`src/rtl/sup_rst_pkg.sv`:
```
`timescale 1ns/1ps
package sup_rst_pkg;

  typedef enum logic [1:0] {
    ST_HOLD  = 2'd0,
    ST_DELAY = 2'd1,
    ST_RUN   = 2'd2
  } seq_state_t;

  localparam logic [1:0] SEL_DEFAULT = 2'b01;

  function automatic int unsigned max_of4(input int unsigned a, input int unsigned b,
                                          input int unsigned c, input int unsigned d);
    int unsigned m;
    m = a;
    if (b > m) m = b;
    if (c > m) m = c;
    if (d > m) m = d;
    return m;
  endfunction

  function automatic int unsigned pick_delay(input logic [1:0] sel,
                                             input int unsigned d0, input int unsigned d1,
                                             input int unsigned d2, input int unsigned d3);
    unique case (sel)
      2'b00:   return d0;
      2'b01:   return d1;
      2'b10:   return d2;
      default: return d3;
    endcase
  endfunction

endpackage

```
`src/rtl/mr_conditioner.sv`:
```
`timescale 1ns/1ps
module mr_conditioner #(
  parameter int unsigned SYNC_STAGES = 2,
  parameter int unsigned FILT_LEN    = 4
) (
  input  logic clk,
  input  logic rst_n,
  input  logic mr_n_async,
  output logic sync_act,
  output logic mr_act
);
  localparam int unsigned FCNT_W = (FILT_LEN > 1) ? $clog2(FILT_LEN) : 1;
  localparam logic [FCNT_W-1:0] FCNT_LAST = FCNT_W'(FILT_LEN - 1);

  logic [SYNC_STAGES-1:0] chain;
  logic [FCNT_W-1:0]      fcnt;

  if (SYNC_STAGES == 1) begin : g_sync_one
    always_ff @(posedge clk or negedge rst_n) begin
      if (!rst_n) chain <= '1;
      else        chain <= mr_n_async;
    end
  end else begin : g_sync_many
    always_ff @(posedge clk or negedge rst_n) begin
      if (!rst_n) chain <= '1;
      else        chain <= {chain[SYNC_STAGES-2:0], mr_n_async};
    end
  end

  assign sync_act = ~chain[SYNC_STAGES-1];

  // The filtered level follows the synchronized one only after FILT_LEN agreeing samples.
  always_ff @(posedge clk or negedge rst_n) begin
    if (!rst_n) begin
      mr_act <= 1'b0;
      fcnt   <= '0;
    end else if (sync_act != mr_act) begin
      if (fcnt == FCNT_LAST) begin
        mr_act <= sync_act;
        fcnt   <= '0;
      end else begin
        fcnt <= fcnt + 1'b1;
      end
    end else begin
      fcnt <= '0;
    end
  end
endmodule

```
`src/rtl/rise_pulse.sv`:
```
`timescale 1ns/1ps
module rise_pulse (
  input  logic clk,
  input  logic rst_n,
  input  logic level,
  output logic pulse
);
  logic prev;

  always_ff @(posedge clk or negedge rst_n) begin
    if (!rst_n) begin
      prev  <= 1'b0;
      pulse <= 1'b0;
    end else begin
      prev  <= level;
      pulse <= level & ~prev;
    end
  end
endmodule

```
`src/rtl/release_timer.sv`:
```
`timescale 1ns/1ps
module release_timer import sup_rst_pkg::*; #(
  parameter int unsigned D_SEL0 = 50,
  parameter int unsigned D_SEL1 = 200,
  parameter int unsigned D_SEL2 = 400,
  parameter int unsigned D_SEL3 = 800
) (
  input  logic       clk,
  input  logic       rst_n,
  input  logic       load,
  input  logic       run,
  input  logic       tick,
  input  logic [1:0] sel_in,
  output logic [1:0] active_sel,
  output logic       expire
);
  localparam int unsigned MAX_D = max_of4(D_SEL0, D_SEL1, D_SEL2, D_SEL3);
  localparam int unsigned CNT_W = $clog2(MAX_D + 1);

  logic [CNT_W-1:0] cnt;

  function automatic logic [CNT_W-1:0] last_count(input logic [1:0] s);
    return CNT_W'(pick_delay(s, D_SEL0, D_SEL1, D_SEL2, D_SEL3) - 1);
  endfunction

  assign expire = run && tick && (cnt == last_count(active_sel));

  always_ff @(posedge clk or negedge rst_n) begin
    if (!rst_n) begin
      cnt        <= '0;
      active_sel <= SEL_DEFAULT;
    end else if (load) begin
      cnt        <= '0;
      active_sel <= sel_in;
    end else if (expire) begin
      cnt <= '0;
    end else if (run && tick) begin
      cnt <= cnt + 1'b1;
    end
  end
endmodule

```
`src/rtl/sup_reset_gen.sv`:
```
`timescale 1ns/1ps
module sup_reset_gen import sup_rst_pkg::*; #(
  parameter int unsigned D_SEL0      = 50,
  parameter int unsigned D_SEL1      = 200,
  parameter int unsigned D_SEL2      = 400,
  parameter int unsigned D_SEL3      = 800,
  parameter int unsigned SYNC_STAGES = 2,
  parameter int unsigned FILT_LEN    = 4
) (
  input  logic       clk,
  input  logic       rst_n,
  input  logic       uv_flag,
  input  logic       mr_n_async,
  input  logic [1:0] dly_sel,
  input  logic       ms_tick,
  output logic       rst_out_n,
  output logic       rst_out,
  output logic       uv_evt,
  output logic       mr_evt
);
  seq_state_t state, state_nx;
  logic       mr_act, mr_sync_act, cause;
  logic       tmr_load, tmr_run, tmr_expire;
  logic [1:0] active_sel;

  mr_conditioner #(.SYNC_STAGES(SYNC_STAGES), .FILT_LEN(FILT_LEN)) u_mr (
    .clk(clk), .rst_n(rst_n), .mr_n_async(mr_n_async),
    .sync_act(mr_sync_act), .mr_act(mr_act)
  );

  rise_pulse u_uv_edge (.clk(clk), .rst_n(rst_n), .level(uv_flag), .pulse(uv_evt));
  rise_pulse u_mr_edge (.clk(clk), .rst_n(rst_n), .level(mr_act),  .pulse(mr_evt));

  assign cause    = uv_flag | mr_act;
  assign tmr_load = (state == ST_HOLD);
  assign tmr_run  = (state == ST_DELAY) && !cause;

  release_timer #(.D_SEL0(D_SEL0), .D_SEL1(D_SEL1), .D_SEL2(D_SEL2), .D_SEL3(D_SEL3)) u_tmr (
    .clk(clk), .rst_n(rst_n), .load(tmr_load), .run(tmr_run), .tick(ms_tick),
    .sel_in(dly_sel), .active_sel(active_sel), .expire(tmr_expire)
  );

  always_comb begin
    state_nx = state;
    unique case (state)
      ST_HOLD:  if (!cause) state_nx = ST_DELAY;
      ST_DELAY: if (cause) state_nx = ST_HOLD;
                else if (tmr_expire) state_nx = ST_RUN;
      ST_RUN:   if (cause) state_nx = ST_HOLD;
      default:  state_nx = ST_HOLD;
    endcase
  end

  // Power-up begins in the delay phase so the default period runs before first release.
  always_ff @(posedge clk or negedge rst_n) begin
    if (!rst_n) begin
      state     <= ST_DELAY;
      rst_out   <= 1'b1;
      rst_out_n <= 1'b0;
    end else begin
      state     <= state_nx;
      rst_out   <= (state_nx != ST_RUN);
      rst_out_n <= (state_nx == ST_RUN);
    end
  end
endmodule

```
`config.mk`:
```
export PLATFORM = sky130hd
export DESIGN_NAME = sup_reset_gen
export DESIGN_NICKNAME = d
export VERILOG_FILES = /design/src/rtl/sup_rst_pkg.sv /design/src/rtl/mr_conditioner.sv /design/src/rtl/rise_pulse.sv /design/src/rtl/release_timer.sv /design/src/rtl/sup_reset_gen.sv
export SDC_FILE = /design/constraint.sdc
export NUM_CORES = 1
export LEC_CHECK = 0
export BUFFER_PORTS_ARGS = -buffer_cell sky130_fd_sc_hd__buf_4
export CORE_UTILIZATION = 58
export DETAILED_ROUTE_END_ITERATION = 8
export GPL_TIMING_DRIVEN = 0
export PLACE_DENSITY = 0.78
export SYNTH_ARGS = -nofsm -noshare
export SYNTH_HDL_FRONTEND = slang
export SYNTH_HIERARCHICAL = 1
export SYNTH_SLANG_ARGS = --single-unit
```
`constraint.sdc`:
```
create_clock -name clk -period 2.6 [get_ports clk]
set_clock_uncertainty 0.05 [all_clocks]
set_input_delay 0.26 -clock clk [delete_from_list [all_inputs] [get_ports clk]]
set_output_delay 0.26 -clock clk [all_outputs]
set_load 0.02 [all_outputs]
```
# Word-level counts from Yosys, hierarchy flattened
# Cells that the tools add are included.
[totals]
reg_bits = 25
in_bits = 7
output_inout_bits = 4
word_cells = 49
[classes]
addsub = 3
eq_ne = 9
mux = 11
bitwise_logic = 6
n_reduce_logical = 8
[op_table]
columns = ["cell", "count"]
rows = [
  ["$mux 10", 3],
  ["$pmux 10 s3", 1],
  ["$mux 2", 6],
  ["$add 10x1->10 const B", 1],
  ["$eq 10x10->1", 1],
  ["$sub 10x1->10 const B", 1],
  ["$eq 2x2->1 const B", 4],
  ["$pmux 2 s3", 1],
  ["$eq 2x1->1 const B", 2],
  ["$logic_not 2->1", 2],
  ["$logic_and 1x1->1", 3],
  ["$not 1->1", 3],
  ["$reduce_bool 3->1", 1],
  ["$add 2x1->2 const B", 1],
  ["$and 1x1->1", 2],
  ["$ne 2x2->1 const B", 1],
  ["$reduce_and 2->1", 1],
  ["$logic_not 1->1", 1],
  ["$ne 1x1->1", 1],
  ["$or 1x1->1", 1],
]

# Depth between registers and ports, before layout
[logic_depth]
word_depth = 9
mapped_depth = 9
mapped_depth_nobuf = 9

# Cells and area by module
# Netlist, hierarchy kept.
[by_module_without_submodules]
columns = ["mod", "n_inst", "cells_per_inst", "area_each_um2", "seq_area_each_um2"]
rows = [
  ["release_timer", 1, 88, 843.3, 301.5],
  ["sup_reset_gen", 1, 12, 181.4, 102.6],
  ["mr_conditioner", 1, 12, 180.2, 127.6],
  ["rise_pulse", 2, 3, 63.8, 50.0],
]

# Worst setup path after synthesis
# No wires, ideal clock.
[synth_timing]
kind = "reg-to-reg"
from = "register state[0]"
to = "register rst_out"
setup_ns = 0.082
t_arrival_ns = 2.179
required_ns = 2.468
setup_slack_ns = 0.289
stages_incl_launch_ff = 8
period_less_slack_ns = 2.311
cell_sequence = "dfstp_2 > nor4b_1 > and2_1 > clkbuf_1 > nand3_1 > nor4_1 > nand3b_4 > a211o_1"
[synth_via]
elab_chain_len = 8
[synth_lines]
columns = ["element", "line_no", "rtl"]
rows = [
  ["start: declaration", "sup_reset_gen.sv:21", "seq_state_t state, state_nx;"],
  ["start signal: assignment", "sup_reset_gen.sv:61", "state <= state_nx;"],
  ["$eq 2x1->1", "sup_reset_gen.sv:36", "assign tmr_run = (state == ST_DELAY) && !cause;"],
  ["$logic_and 1x1->1", "sup_reset_gen.sv:36", ""],
  ["via tmr_run", "sup_reset_gen.sv:23", "logic tmr_load, tmr_run, tmr_expire;"],
  ["$logic_and 1x1->1 (2 in series)", "release_timer.sv:26", "assign expire = run && tick && (cnt == last_count(active_sel));"],
  ["via tmr_expire", "sup_reset_gen.sv:23", ""],
  ["$mux 2", "sup_reset_gen.sv:48", "else if (tmr_expire) state_nx = ST_RUN;"],
  ["$mux 2", "sup_reset_gen.sv:47", "ST_DELAY: if (cause) state_nx = ST_HOLD;"],
  ["$pmux 2 s3", "sup_reset_gen.sv:45", "unique case (state)"],
  ["$ne 2x2->1", "sup_reset_gen.sv:62", "rst_out <= (state_nx != ST_RUN);"],
  ["end signal: assignment", "sup_reset_gen.sv:62", ""],
  ["end: declaration", "sup_reset_gen.sv:17", "output logic rst_out,"],
]
# The timed path passes the listed nets, and every way through them passes these cells.
# A chain may end at the register's enable or synchronous reset.

# Worst setup path in the final report
[layout_timing]
from = "register u_tmr.active_sel[0]"
to = "register rst_out"
[layout_via]
elab_chain_len = 9
[layout_lines]
columns = ["element", "line_no", "rtl"]
rows = [
  ["start: declaration", "release_timer.sv:14", "output logic [1:0] active_sel,"],
  ["start signal: assignment", "release_timer.sv:34", "active_sel <= sel_in;"],
  ["$eq 2x2->1, or another cell as far along", "sup_rst_pkg.sv:25", "unique case (sel)"],
  ["$pmux 10 s3 *", "sup_rst_pkg.sv:25", ""],
  ["$sub 10x1->10 *", "release_timer.sv:23", "return CNT_W'(pick_delay(s, D_SEL0, D_SEL1, D_SEL2, D_SEL3) - 1);"],
  ["$eq 10x10->1 *", "release_timer.sv:26", ""],
  ["$logic_and 1x1->1 *", "release_timer.sv:26", ""],
  ["via tmr_expire", "sup_reset_gen.sv:23", ""],
  ["$mux 2 *", "sup_reset_gen.sv:48", ""],
  ["$mux 2 *", "sup_reset_gen.sv:47", ""],
  ["$pmux 2 s3 *", "sup_reset_gen.sv:45", ""],
  ["$ne 2x2->1 *", "sup_reset_gen.sv:62", ""],
]
# Mark *: on every way through the listed nets, which the timed path passes. The rest lies on a longest branch.

==> impl_metrics.tcl <==
set metrics [dict create \
    status "finished, final reports clean" \
    vias 889 \
    worst_pin_slew_ps 562 \
    cp-end-kind "flip-flop" \
    wirelength_um 2260 \
    die_area_sq_um 2490 \
    synth.distinct_cells 38 \
    dp_hpwl_um 1610 \
    grt_usage_pct 21.4 \
    crit_arrival_ps 2620 \
    rows 16 \
    routabilityCongestion 0.862 \
    r2r-end "rst_out$_DFF_PN1_" \
    worst_ep_required_time_ps 2820 \
    ys_ff_latch 25 \
    grt_first_pass_wirelength_um 3930 \
    ant_nets 0 \
    synth_top_cell_area_share_pct 37.6 \
    clockBufferDepth 2 \
    rsz0062_at_grt "false" \
    path_max_fanout 5 \
    reg2reg_depth 9 \
    num_antenna_cells 0 \
    startpoint_type "flip-flop" \
    cts_made_buffers 3 \
    slew_headroom_pct 62.5 \
    synth_edf_count 0 \
    dieWidth_um 49.9 \
    drv_cap 0 \
    synthTopCellsByArea "dfrtp_1 38%, dfstp_2 9.9%, ha_1 9.4%" \
    clkSinkCount 25 \
    grt_overflow 0 \
    power_density_nw_per_um2 639 \
    ir_drop_mv 0.571 \
    portBuffers 10 \
    layout-drive-gt1-share_pct 23.9 \
    clock-root-buffer "clkbuf_4" \
    final_common_cell "dfrtp_1" \
    final-setup-viol-count 0 \
    maxSlewViolCount 0 \
    final_cell_mix "20 x dfrtp_1, 11 x nor2_1, 11 x buf_4" \
    io-pin-count 11 \
    cts_setup_buffers 0 \
    critPathLaunch "u_tmr/active_sel[0]$_DFFE_PN1P_" \
    fmax_mhz 417 \
    multiInputGateArea_sq_um 679 \
    crit_type "reg -> reg" \
    grt_pass1_vias 931 \
    leakage_nw 0.679 \
    grt_start_max_net_pins 26 \
    final_util_pct 73.4 \
    crit_path_end "rst_out$_DFF_PN1_" \
    hp-class "in -> reg" \
    design.core.area_sq_um 2060 \
    yosysSeqAreaShare_pct 47.4 \
    r2r_slack_ps 200 \
    insertion_delay_ps 320 \
    ys_async_sr_fraction_pct 100 \
    setup_slack_ps 199 \
    syn_to_final_growth_pct 13.6 \
    nNetsFinal 152 \
    via_per_inst 5.52 \
    holdPathStages 1 \
    wl_per_cell_um 14.0 \
    initial_core_util_pct 64.6 \
    post-place-ws_ps 51.9 \
    clkSlewWorstSetupHoldPaths_ps 140 \
    cts_max_level 1 \
    min_period_over_period_pct 92.3 \
    seq_area_sq_um 632 \
    syn_inst 118 \
    r2r_start "u_tmr/active_sel[0]$_DFFE_PN1P_" \
    cts_tree "built" \
    synth_top_area_cell "dfrtp_1" \
    hold_viol_final 0 \
    drc 0 \
    fill_cells 145 \
    first_iter_violations 11 \
    ys.flop_type "dfrtp_1" \
    syn_nets 135 \
    syn_area_per_cell_sq_um 11.3 \
    syn-cell-area_sq_um 1330 \
    fp.dieH_um 49.9 \
    yosysWarnings 6 \
    firstDrtPassIters 5 \
    tns_ps 0 \
    post-route-min-period_ps 2400 \
    grt_antenna_before_repair 0 \
]
## synthesized netlist by cell type (2+ instances only)
cell type	instances
inv_1	7
dfrtp_1	20
a211oi_1	2
nor2b_4	2
nand3_1	3
nor4b_1	3
xor2_1	3
nor4_1	3
dfstp_2	5
o21ai_0	3
ha_1	10
nand2_1	6
nor2_1	11
and3b_1	2
xnor2_1	10
nor3_1	3
a21oi_2	2
nand4_1	2
nor3b_1	2
## per-layer routing
metal	routed length [um]	track usage, %	up-vias	share of wire [%]
li1	-	-	441	-
met1	1060	25.5	435	47
met2	1120	36.7	11	50
met3	57	6.79	2	2.5
met4	13	5.71	0	0.58
met5	0	0	-	0
## critical path: stages, from the launching register on
cell      delay [ps]
dfstp_2          600
inv_1            110
ha_1             230
inv_1             60
ha_1             230
xor2_1           200
nand3_1          160
nor4_4           320
nand3b_4         130
a211o_1          260
## per-stage QoR
| step | power, W | hold WS [ps] | cells | area (sq um) |
|---|---|---|---|---|
| final | 0.000968 | 46.1 | 161 | 1510 |
| after floorplan | 0.000702 | -85.6 | 118 | 1330 |
| after detailed placement | 0.000779 | 129 | 155 | 1440 |
| after global placement | 0.000763 | 127 | 155 | 1440 |
| after CTS | 0.000971 | 31.3 | 161 | 1500 |
| after global routing | 0.00103 | 30.2 | 161 | 1510 |
## report_power, final
part | leakage [nW] | switching [W] | internal, W | total, W
registers | 0.319 | 0.0000579 | 0.000449 | 0.000507
logic | 0.341 | 0.000153 | 0.000124 | 0.000276
clock network | 0.0183 | 0.000122 | 0.0000626 | 0.000185
## state kept, by name, indices dropped and copies added, names as in the netlist
signal            cells
u_tmr/cnt            10
rst_out               1
state                 2
u_uv_edge/prev        1
u_tmr/active_sel      2
u_mr/fcnt             2
u_mr/mr_act           1
u_mr_edge/pulse       1
u_mr/chain            2
rst_out_n             1
u_uv_edge/pulse       1
u_mr_edge/prev        1
## final cells by class
type                    instances  area share (%)
flip-flops and latches         25            41.7
well taps                      27            2.23
inverters                       8            2.07
plain buffers                   2           0.744
repair buffers                 12            6.28
clock buffers                   3            1.49
multi-input cells              83            44.9
clock inverters                 1           0.579
## repair_timing
item | 4_1_cts | 5_1_grt
gates resized for setup | 1 | 2
setup endpoints to repair | 3 | 1
hold buffers | 2 | 0
hold endpoints to repair | 21 | 0
## worst min path at each step
stage	startpoint	to
after floorplan	rst_n	rst_out_n$_DFF_PN0_
after global placement	rst_n	u_tmr/active_sel[1]$_DFFE_PN0P_
after detailed placement	rst_n	u_tmr/active_sel[1]$_DFFE_PN0P_
after CTS	uv_flag	u_uv_edge/prev$_DFF_PN0_
after global routing	uv_flag	u_uv_edge/prev$_DFF_PN0_
final	uv_flag	u_uv_edge/prev$_DFF_PN0_
## kinds of logic after synthesis
family	share of synthesized area, %
compound gates	9.20
buf+inv	3.19
mux	1.13
xor+xnor	8.54
fa+ha+maj	9.39
flops	47.4
simple gates	21.1
No activity file was read; power rests on OpenSTA's default activity.
